==> src/rtl/dir_pkg.sv <==
package dir_pkg;
  typedef enum logic [1:0] {
    DIR_UNC = 2'd0,
    DIR_SHR = 2'd1,
    DIR_EXC = 2'd2
  } dir_state_e;

  localparam logic [1:0] RQ_READ  = 2'd0;
  localparam logic [1:0] RQ_WRITE = 2'd1;
  localparam logic [1:0] RQ_WBACK = 2'd2;

  localparam logic [1:0] MK_DATA  = 2'd0;
  localparam logic [1:0] MK_INV   = 2'd1;
  localparam logic [1:0] MK_FETCH = 2'd2;
  localparam logic [1:0] MK_FINV  = 2'd3;

  typedef enum logic [2:0] {
    C_IDLE  = 3'd0,
    C_INV   = 3'd1,
    C_FETCH = 3'd2,
    C_WAIT  = 3'd3,
    C_REPLY = 3'd4
  } ctl_e;
endpackage

==> src/rtl/dir_sharer_pick.sv <==
module dir_sharer_pick #(
  parameter int NODES = 4,
  localparam int NODE_W = $clog2(NODES)
) (
  input  logic [NODES-1:0]  mask,
  output logic [NODE_W-1:0] idx
);
  always_comb begin
    idx = '0;
    for (int i = NODES - 1; i >= 0; i--) begin
      if (mask[i]) idx = NODE_W'(i);
    end
  end
endmodule

==> src/rtl/dir_entry_table.sv <==
module dir_entry_table
  import dir_pkg::*;
#(
  parameter int NODES  = 4,
  parameter int BLOCKS = 16,
  localparam int BLK_W = $clog2(BLOCKS)
) (
  input  logic             clk,
  input  logic             rst_n,
  input  logic [BLK_W-1:0] rd_idx,
  output dir_state_e       rd_state,
  output logic [NODES-1:0] rd_sh,
  input  logic             wr_en,
  input  logic [BLK_W-1:0] wr_idx,
  input  dir_state_e       wr_state,
  input  logic [NODES-1:0] wr_sh
);
  dir_state_e       st_q [BLOCKS];
  logic [NODES-1:0] sh_q [BLOCKS];

  assign rd_state = st_q[rd_idx];
  assign rd_sh    = sh_q[rd_idx];

  for (genvar g = 0; g < BLOCKS; g++) begin : g_ent
    always_ff @(posedge clk or negedge rst_n) begin
      if (!rst_n) begin
        st_q[g] <= DIR_UNC;
        sh_q[g] <= '0;
      end else if (wr_en && wr_idx == BLK_W'(g)) begin
        st_q[g] <= wr_state;
        sh_q[g] <= wr_sh;
      end
    end

    p_excl_one_r11: assert property (@(posedge clk) disable iff (!rst_n)
      st_q[g] == DIR_EXC |-> $countones(sh_q[g]) == 1);
    p_unc_empty_r11: assert property (@(posedge clk) disable iff (!rst_n)
      st_q[g] == DIR_UNC |-> sh_q[g] == '0);
    p_shr_nonempty_r11: assert property (@(posedge clk) disable iff (!rst_n)
      st_q[g] == DIR_SHR |-> sh_q[g] != '0);
  end
endmodule

==> src/rtl/dir_data_store.sv <==
module dir_data_store #(
  parameter int BLOCKS = 16,
  parameter int DATA_W = 32,
  localparam int BLK_W = $clog2(BLOCKS)
) (
  input  logic              clk,
  input  logic              rst_n,
  input  logic [BLK_W-1:0]  rd_idx,
  output logic [DATA_W-1:0] rd_data,
  input  logic              wr_en,
  input  logic [BLK_W-1:0]  wr_idx,
  input  logic [DATA_W-1:0] wr_data
);
  logic [DATA_W-1:0] mem_q [BLOCKS];

  assign rd_data = mem_q[rd_idx];

  for (genvar g = 0; g < BLOCKS; g++) begin : g_word
    always_ff @(posedge clk or negedge rst_n) begin
      if (!rst_n) mem_q[g] <= DATA_W'(g);
      else if (wr_en && wr_idx == BLK_W'(g)) mem_q[g] <= wr_data;
    end
  end
endmodule

==> src/rtl/dir_home_ctrl.sv <==
module dir_home_ctrl
  import dir_pkg::*;
#(
  parameter int NODES  = 4,
  parameter int BLOCKS = 16,
  parameter int DATA_W = 32,
  localparam int NODE_W = $clog2(NODES),
  localparam int BLK_W  = $clog2(BLOCKS)
) (
  input  logic              clk,
  input  logic              rst_n,
  input  logic              req_valid,
  output logic              req_ready,
  input  logic [1:0]        req_kind,
  input  logic [NODE_W-1:0] req_node,
  input  logic [BLK_W-1:0]  req_blk,
  input  logic [DATA_W-1:0] req_data,
  output logic              msg_valid,
  input  logic              msg_ready,
  output logic [1:0]        msg_kind,
  output logic [NODE_W-1:0] msg_node,
  output logic [BLK_W-1:0]  msg_blk,
  output logic [DATA_W-1:0] msg_data,
  input  logic              own_valid,
  output logic              own_ready,
  input  logic [NODE_W-1:0] own_node,
  input  logic [DATA_W-1:0] own_data
);
  function automatic logic [NODES-1:0] node_bit(input logic [NODE_W-1:0] n);
    logic [NODES-1:0] v;
    v = '0;
    v[n] = 1'b1;
    return v;
  endfunction

  ctl_e              ctl_q;
  logic              wr_q;
  logic [NODE_W-1:0] node_q;
  logic [NODE_W-1:0] owner_q;
  logic [BLK_W-1:0]  blk_q;
  logic [NODES-1:0]  pend_q;

  logic              idle;
  logic              accept;
  logic              wb_hit;
  logic              own_take;
  logic [BLK_W-1:0]  cur_blk;
  dir_state_e        ent_st;
  logic [NODES-1:0]  ent_sh;
  logic [NODES-1:0]  req_bit;
  logic [NODES-1:0]  others;
  logic [NODE_W-1:0] ent_owner;
  logic [NODE_W-1:0] inv_idx;
  logic [NODES-1:0]  pend_left;
  logic [DATA_W-1:0] mem_rd;

  logic              tbl_we;
  dir_state_e        tbl_wst;
  logic [NODES-1:0]  tbl_wsh;
  logic              mem_we;
  logic [DATA_W-1:0] mem_wd;

  assign idle      = (ctl_q == C_IDLE);
  assign req_ready = idle;
  assign own_ready = (ctl_q == C_WAIT);
  assign accept    = req_valid && idle;
  assign cur_blk   = idle ? req_blk : blk_q;
  assign req_bit   = node_bit(req_node);
  assign others    = ent_sh & ~req_bit;
  assign wb_hit    = accept && req_kind == RQ_WBACK && ent_st == DIR_EXC && ent_sh[req_node];
  assign own_take  = own_valid && own_ready && own_node == owner_q;
  assign pend_left = pend_q & ~node_bit(inv_idx);

  dir_entry_table #(.NODES(NODES), .BLOCKS(BLOCKS)) u_table (
    .clk(clk), .rst_n(rst_n),
    .rd_idx(cur_blk), .rd_state(ent_st), .rd_sh(ent_sh),
    .wr_en(tbl_we), .wr_idx(cur_blk), .wr_state(tbl_wst), .wr_sh(tbl_wsh)
  );

  dir_data_store #(.BLOCKS(BLOCKS), .DATA_W(DATA_W)) u_store (
    .clk(clk), .rst_n(rst_n),
    .rd_idx(cur_blk), .rd_data(mem_rd),
    .wr_en(mem_we), .wr_idx(cur_blk), .wr_data(mem_wd)
  );

  dir_sharer_pick #(.NODES(NODES)) u_pick_owner (.mask(ent_sh), .idx(ent_owner));
  dir_sharer_pick #(.NODES(NODES)) u_pick_inv   (.mask(pend_q), .idx(inv_idx));

  // Directory and memory write ports
  always_comb begin
    tbl_we  = 1'b0;
    tbl_wst = DIR_UNC;
    tbl_wsh = '0;
    if (wb_hit) begin
      tbl_we = 1'b1;
    end else if (ctl_q == C_REPLY && msg_ready) begin
      tbl_we = 1'b1;
      if (wr_q) begin
        tbl_wst = DIR_EXC;
        tbl_wsh = node_bit(node_q);
      end else begin
        tbl_wst = DIR_SHR;
        tbl_wsh = ent_sh | node_bit(node_q);
      end
    end
    mem_we = wb_hit || own_take;
    mem_wd = idle ? req_data : own_data;
  end

  // Sequencer
  always_ff @(posedge clk or negedge rst_n) begin
    if (!rst_n) begin
      ctl_q   <= C_IDLE;
      wr_q    <= 1'b0;
      node_q  <= '0;
      owner_q <= '0;
      blk_q   <= '0;
      pend_q  <= '0;
    end else begin
      case (ctl_q)
        C_IDLE: if (accept) begin
          node_q  <= req_node;
          blk_q   <= req_blk;
          wr_q    <= (req_kind == RQ_WRITE);
          owner_q <= ent_owner;
          pend_q  <= others;
          if (req_kind == RQ_READ || req_kind == RQ_WRITE) begin
            if (ent_st == DIR_EXC) ctl_q <= C_FETCH;
            else if (req_kind == RQ_WRITE && ent_st == DIR_SHR && others != '0) ctl_q <= C_INV;
            else ctl_q <= C_REPLY;
          end
        end
        C_INV: if (msg_ready) begin
          pend_q <= pend_left;
          if (pend_left == '0) ctl_q <= C_REPLY;
        end
        C_FETCH: if (msg_ready) ctl_q <= C_WAIT;
        C_WAIT:  if (own_take) ctl_q <= C_REPLY;
        C_REPLY: if (msg_ready) ctl_q <= C_IDLE;
        default: ctl_q <= C_IDLE;
      endcase
    end
  end

  // Outgoing message
  always_comb begin
    msg_valid = 1'b0;
    msg_kind  = MK_DATA;
    msg_node  = node_q;
    msg_data  = '0;
    msg_blk   = blk_q;
    case (ctl_q)
      C_INV: begin
        msg_valid = 1'b1;
        msg_kind  = MK_INV;
        msg_node  = inv_idx;
      end
      C_FETCH: begin
        msg_valid = 1'b1;
        msg_kind  = wr_q ? MK_FINV : MK_FETCH;
        msg_node  = owner_q;
      end
      C_REPLY: begin
        msg_valid = 1'b1;
        msg_data  = mem_rd;
      end
      default: ;
    endcase
  end

  p_msg_hold_r10: assert property (@(posedge clk) disable iff (!rst_n)
    msg_valid && !msg_ready |=> msg_valid && $stable(msg_kind) && $stable(msg_node) && $stable(msg_data));
  p_stall_r10: assert property (@(posedge clk) disable iff (!rst_n)
    msg_valid |-> !req_ready);
  p_inv_skip_req_r5: assert property (@(posedge clk) disable iff (!rst_n)
    msg_valid && msg_kind == MK_INV |-> msg_node != node_q);
  p_reply_after_owner_r6: assert property (@(posedge clk) disable iff (!rst_n)
    own_take |=> msg_valid && msg_kind == MK_DATA);
  p_foreign_owner_r9: assert property (@(posedge clk) disable iff (!rst_n)
    own_valid && own_ready && own_node != owner_q |=> own_ready);
endmodule

==> config.mk <==
export PLATFORM = sky130hd
export DESIGN_NAME = dir_home_ctrl
export DESIGN_NICKNAME = d
export VERILOG_FILES = /design/src/rtl/dir_pkg.sv /design/src/rtl/dir_sharer_pick.sv /design/src/rtl/dir_entry_table.sv /design/src/rtl/dir_data_store.sv /design/src/rtl/dir_home_ctrl.sv
export SDC_FILE = /design/constraint.sdc
export NUM_CORES = 1
export LEC_CHECK = 0
export BUFFER_PORTS_ARGS = -buffer_cell sky130_fd_sc_hd__buf_2
export CAP_MARGIN = 5
export CORE_MARGIN = 8
export CORE_UTILIZATION = 42
export DETAILED_ROUTE_END_ITERATION = 7
export PLACE_DENSITY_LB_ADDON = 0.3
export SYNTH_ARGS = -nofsm -noshare
export SYNTH_HDL_FRONTEND = slang
export SYNTH_SLANG_ARGS = --single-unit
export TNS_END_PERCENT = 20
==> constraint.sdc <==
create_clock -name clk -period 4 [get_ports clk]
set_clock_uncertainty 0.15 [all_clocks]
set_input_delay 0.6 -clock clk [delete_from_list [all_inputs] [get_ports clk]]
set_output_delay 0.6 -clock clk [all_outputs]
set_load 0.01 [all_outputs]
==> results of run 1 <==
-- sequential cells by signal, indices dropped and copies added (netlist names) --
signal and cells:
owner_q 2, u_table.st_q 32, wr_q 1, pend_q 4, u_store.mem_q 512, ctl_q 3
msg_blk 4, u_table.sh_q 64, node_q 2
-- metal layers --
metal / up-vias / track usage / wire (um)
li1: 10453 / - / -
met1: 12354 / 0.3069 / 41060
met2: 875 / 0.3774 / 46580
met3: 179 / 0.03177 / 5869
met4: 0 / 0.07747 / 2926
met5: - / 0 / 0
-- critical path: stages, from the launching register on --
cell and delay [ps]:
dfrtp_1 380, buf_4 220, or4b_1 630, buf_4 240
and3_1 190, a2111oi_1 510, a211o_1 220, nand3b_1 150
a21oi_4 210, buf_12 250, a21oi_4 150, buf_12 180
mux2_1 310
-- power breakdown --
part / switching [W] / leakage [nW] / internal, W / total, W
clock network: 0.00264 / 1.22 / 0.00427 / 0.00691
logic: 0.00819 / 8.09 / 0.00490 / 0.0131
registers: 0.000731 / 8.51 / 0.00740 / 0.00813
total: 0.0116 / 17.8 / 0.0166 / 0.0281
-- logic make-up after synthesis --
family	share of synthesized area
and+or+nand+nor	0.1552
DFF	0.5042
muxes	0.2183
AOI/OAI and AO/OA	0.08071
buffers and inverters	0.04078
xor gates and xnor gates	0.0008463
-- path summary, 6_finish.rpt --
path	from	end	slack (ps)
setup / recovery	ctl_q[0]	u_store.mem_q[58]	0.4
hold / removal	req_node[1]	node_q[1]	180
setup reg to reg	ctl_q[0]	u_store.mem_q[58]	0.4
hold reg to reg	u_table.st_q[15]	u_table.st_q[15]	340
max in group asynchronous	rst_n	u_store.mem_q[174]	2100
min in group asynchronous	rst_n	u_table.sh_q[46]	490
-- stage by stage --
| stage | TNS (ps) | instance area [um2] | setup WS, ps | hold WS [ps] | utilization |
|---|---|---|---|---|---|
| floorplan | 0 | 31050 | 315.7 | 154.4 | - |
| global placement | 0 | 33340 | 72.55 | 316.8 | 0.4562 |
| detailed placement | 0 | 33340 | 73.58 | 318.7 | 0.4562 |
| CTS | -276.7 | 36650 | -36.05 | 152.6 | 0.5015 |
| global route | -2533 | 36920 | -67.49 | 182.0 | 0.5052 |
| finish | 0 | 36920 | 0.4081 | 184.8 | 0.5052 |
-- cell usage in the layout (no fill, tap or decap), types with 8 or more instances in the layout --
cell type	n
a22o_1	67
nor2_1	53
clkinv_2	10
clkbuf_8	14
dfrtp_1	592
o2bb2ai_1	16
mux2_1	72
a311oi_1	14
bufinv_16	11
buf_12	47
a211oi_1	10
mux2i_1	15
buf_16	13
clkbuf_1	11
mux2_4	21
a311oi_2	20
mux2_2	425
a21oi_4	17
nand2_1	652
bufbuf_16	8
o21ai_0	52
a211oi_2	23
inv_1	10
nand3_1	263
a31oi_2	8
mux4_2	32
a31oi_1	24
nor3_1	22
and3_1	69
dfstp_2	32
o22ai_1	17
buf_4	89
buf_2	120
clkbuf_16	73
-- repair_timing --
action | CTS | global route
endpoints found under the setup margin | 32 | 282
gates cloned | 15 | 1
setup buffers | 10 | 6
hold endpoints to repair | 66 | 0
pin swaps | 11 | 16
resized for setup | 57 | 36
hold buffers | 1 | 0
-- cell type report --
class                      count  area [um2]  area share
inverter                      11       41.29    0.001118
clock inverter                24       425.4     0.01152
multi-input combinational   1995       14640      0.3965
tap                          959        1200     0.03250
clock buffer                  97        2036     0.05514
sequential                   624       15660      0.4240
timing repair buffer         284        2923     0.07916
==> metrics.cfg, run 1 <==
[status]
outcome = completed

[grt]
grt_pass1_wl_mm = 147.9
grt_overflow = 0
grt_pass1_vias = 24229
grt_max_degree = 97
antenna_found_initial = 2
grtUsageTotal = 0.2281

[die]
initial_core_util = 0.4249
die_y_um = 287.9
num_rows = 99
io_pins = 122
fp.coreArea_um2 = 73080
die_w_um = 287.9
die_area_um2 = 82890

[layout]
fillers = 6419
final_nets = 3064
area_growth_pct = 18.90
stdcell_count = 3994
drive_above_1_share = 0.3288
diodes = 0

[worst_setup_path]
worst_setup_path_end_kind = flip-flop
cp_max_fo = 24
cp.arrival_ps = 4300
critPathKind = reg -> reg
cp-start-kind = flip-flop
r2r_cells = 12
required_ps = 4300

[synth]
synth_edf_count = 0
synth-main-ff-cell = dfrtp_1
synth_nets = 2943
ys_warn_count = 0
syn-instance-count = 2864
avgSynthCellArea_um2 = 10.84
async_reset_ff_frac = 1.000
yosys-top-cells-count = nand2_1, dfrtp_1, mux2_2
synth.area.top_cells = dfrtp_1, mux2_2, nand2_1, nand3_1, dfstp_2
synth.most_common_cell = nand2_1
yosys.area.top_type = dfrtp_1
syn_area_um2 = 31050
netlist-cell-type-count = 67
synth-seq-cells = 624
ys_seq_area_frac = 0.5042
yosysTopAreaCellShare = 0.4771

[place]
dpl.hpwl_mm = 57.21
post-place-cells = 3840
place.gp.congestion = 0.8746
io_buffers = 121

[pwr]
vdd_drop_max_v = 0.0007299
cellLeakagePower_nw = 17.82
p_per_area_nw_per_um2 = 761.9
finalPower_w = 0.02813

[sta]
fin_crit_ps = 4000
max_freq_mhz = 250.0
worst_pin_slew_ps = 983.8
fin_crit_sh = 0.9999
rsz0062_at_grt = yes
finalHoldViolCount = 0
finalSetupViolCount = 0
finalMaxSlewViolations = 0
relSlewSlack = 0.3418

[routing]
drc = 0
drt_iter0_drc = 2048
routed_wl_mm = 96.44
dr.pass1.iters = 6
wl_per_cell_um = 24.15
vias = 23861
viasPerCell = 5.974
ant_nets = 0

[cts]
cts_max_level = 3
clock-sinks = 624
clk_pin_slew_ps = 60
cts.path.max_buffers = 3
clk_latency_ps = 600
cts-buffers-inserted = 69
cts_root_buffer = clkbuf_16
cts_tree = built

[run]
maxCapViolCount = 0

[min_path]
hold_depth = 3
hold_path.class = in -> reg

No activity file was read; power rests on OpenSTA's default activity.
==> run 2, diff against run 1 <==
--- a/config.mk
+++ b/config.mk
@@ -8,9 +8,9 @@
 export BUFFER_PORTS_ARGS = -buffer_cell sky130_fd_sc_hd__buf_2
 export CAP_MARGIN = 5
 export CORE_MARGIN = 8
-export CORE_UTILIZATION = 42
+export CORE_UTILIZATION = 53
 export DETAILED_ROUTE_END_ITERATION = 7
-export PLACE_DENSITY_LB_ADDON = 0.3
+export PLACE_DENSITY = 0.7
 export SYNTH_ARGS = -nofsm -noshare
 export SYNTH_HDL_FRONTEND = slang
 export SYNTH_SLANG_ARGS = --single-unit
==> run 2 against run 1 <==
Effect of this change: the run now ends with negative setup slack left; flip-flop and latch count stayed put; first-iteration DRC count increased by 35%; sequential share of layout area grew 0.30 points; clock power shrank 3.9%; combinational power barely moved; non-clock buffer count up 20; cell count is 4.4% lower; register-to-register slack is essentially flat; design area is 0.70% lower; clock-buffer cell count is 3 higher; global-route usage is 4.5 points higher.
==> metrics.cfg, run 2 (synthesized netlist as in run 1, its figures left out) <==
[grt]
grt_max_degree = 90
antenna_found_initial = 0
grtUsageTotal = 0.2728
grt_overflow = 0
grt_pass1_wl_mm = 144.2
grt_pass1_vias = 24497

[cts]
clk_latency_ps = 600
cts_max_level = 3
clk_pin_slew_ps = 60
cts_root_buffer = clkbuf_16
cts_tree = built
clock-sinks = 624
cts.path.max_buffers = 3
cts-buffers-inserted = 68

[layout]
largest_reg_flops = 512
diodes = 0
stdcell_count = 3819
fillers = 4279
top_regs = u_store.mem_q x512, u_table.sh_q x64, u_table.st_q x32
multi_input_area_um2 = 14500
final_nets = 3082
post-route-util = 0.6342
most-common-layout-cells = nand2_1, dfrtp_1, mux2_2, nand3_1, buf_2
area_growth_pct = 18.06
drive_above_1_share = 0.3265
final_common_cell = nand2_1
largest-register = u_store.mem_q
fin_area_um2 = 36660
regArea_um2 = 15660

[sta]
fin_crit_ps = 4017
finalSetupViolCount = 5
finalMaxSlewViolations = 0
max_freq_mhz = 248.9
setup_slack_ps = -17.46
worst_pin_slew_ps = 1017
rsz0062_at_grt = yes
finalHoldViolCount = 0
relSlewSlack = 0.3198
fin_crit_sh = 1.004

[worst_setup_path]
critPathMaxStageDelay_ps = 620
cp-start-kind = flip-flop
worst_setup_path_end_kind = output pin
cp.arrival_ps = 3270
cp_top_family = simple AND/OR/NAND/NOR gates
crit_top_cell = buf_16
worstPathCellList = buf_6 -> or4b_4 -> nand2_8 -> buf_16 -> buf_16 -> nand3_1 -> and3_1 -> a311oi_2 -> a211oi_2 -> buf_4 -> buf_2
critPathSlowestCell = or4b_4
worst-path-buf-inv = 5
cp_max_fo = 21
required_ps = 3250
critPathKind = reg -> out

[routing]
vias = 24295
routed_wl_mm = 94.95
wl_per_cell_um = 24.86
dr.pass1.iters = 8
ant_nets = 0
viasPerCell = 6.362
drt_iter0_drc = 2769
drc = 0

[place]
dpl.hpwl_mm = 54.98
dpl_cell_area_um2 = 33110
io_buffers = 121
place.gp.congestion = 0.8951
post-place-cells = 3654

[die]
io_pins = 122
fp.coreArea_um2 = 57810
num_rows = 88
die_y_um = 258.0
die_area_um2 = 66590
die_w_um = 258.0
initial_core_util = 0.5372

[status]
violations = negative setup slack
outcome = finished with violations

[pwr]
finalPower_w = 0.02765
p_per_area_nw_per_um2 = 754.3
cellLeakagePower_nw = 17.86
vdd_drop_max_v = 0.0004445

[run]
maxCapViolCount = 0

[min_path]
hold_path.class = in -> reg

## run 2: changes by cell type in the layout (fill, tap and decap cells not counted), sizes merged
cell      before  now
clkbuf        98  109
buf          274  288
mux2         519  518
bufinv        11    8
clkinv        11    7
inv           13   15
bufbuf         8    6
clkinvlp       0    2
## run 2: tightest hold or removal path: stages
cell     delay, ps
buf_2          140
nand2_1         60
o21ai_0         60
## run 2: cell type report
cell class | instances | share of cell area
tap | 765 | 0.02611
inverter | 11 | 0.001126
sequential | 624 | 0.4271
timing repair buffer | 304 | 0.08563
clock inverter | 21 | 0.009181
multi-input combinational | 1994 | 0.3956
clock buffer | 100 | 0.05526
## run 2: what timing repair did
| item | CTS | global route |
|---|---|---|
| setup endpoints to repair | 32 | 412 |
| pin swaps | 9 | 13 |
| gates resized for setup | 53 | 51 |
| hold buffers | 1 | 0 |
| gates cloned | 7 | 11 |
| hold endpoints to repair | 80 | 0 |
| buffers inserted | 12 | 13 |
## run 2: per-stage QoR
| stage | setup slack (ps) | TNS, ps | hold slack [ps] |
|---|---|---|---|
| floorplan | 315.7 | 0 | 154.4 |
| global placement | -2.480 | -2.480 | 314.9 |
| detailed placement | -13.37 | -13.37 | 318.2 |
| CTS | -39.35 | -132.2 | 127.3 |
| global route | -89.90 | -1409 | 180.5 |
| finish | -17.46 | -49.24 | 159.6 |
## run 2: worst paths after layout
check	depth (start not counted)	slack, ps	from	to
worst max-delay path	11	-20	ctl_q[1]	msg_data[29]
worst max register to register	12	-10	ctl_q[1]	u_table.st_q[24]
worst min-delay path	3	160	req_node[1]	node_q[1]
worst min register to register	1	340	u_store.mem_q[505]	u_store.mem_q[505]
min in group asynchronous	2	500	rst_n	u_store.mem_q[472]
max in group asynchronous	4	2120	rst_n	u_store.mem_q[1]
## run 2: power breakdown
| part | switching [W] | internal (W) | total [W] |
|---|---|---|---|
| Clock | 0.00260 | 0.00404 | 0.00664 |
| Combinational | 0.00797 | 0.00490 | 0.0129 |
| Sequential | 0.000741 | 0.00740 | 0.00815 |
| Total | 0.0113 | 0.0163 | 0.0277 |
## run 2: layer usage
layer | vias to the layer above | part of all wire | global-route usage
met5 | - | 0 | 0
met4 | 0 | 0.035 | 0.1115
met3 | 233 | 0.084 | 0.05413
met2 | 1193 | 0.48 | 0.4420
met1 | 12385 | 0.40 | 0.3583
li1 | 10484 | - | -
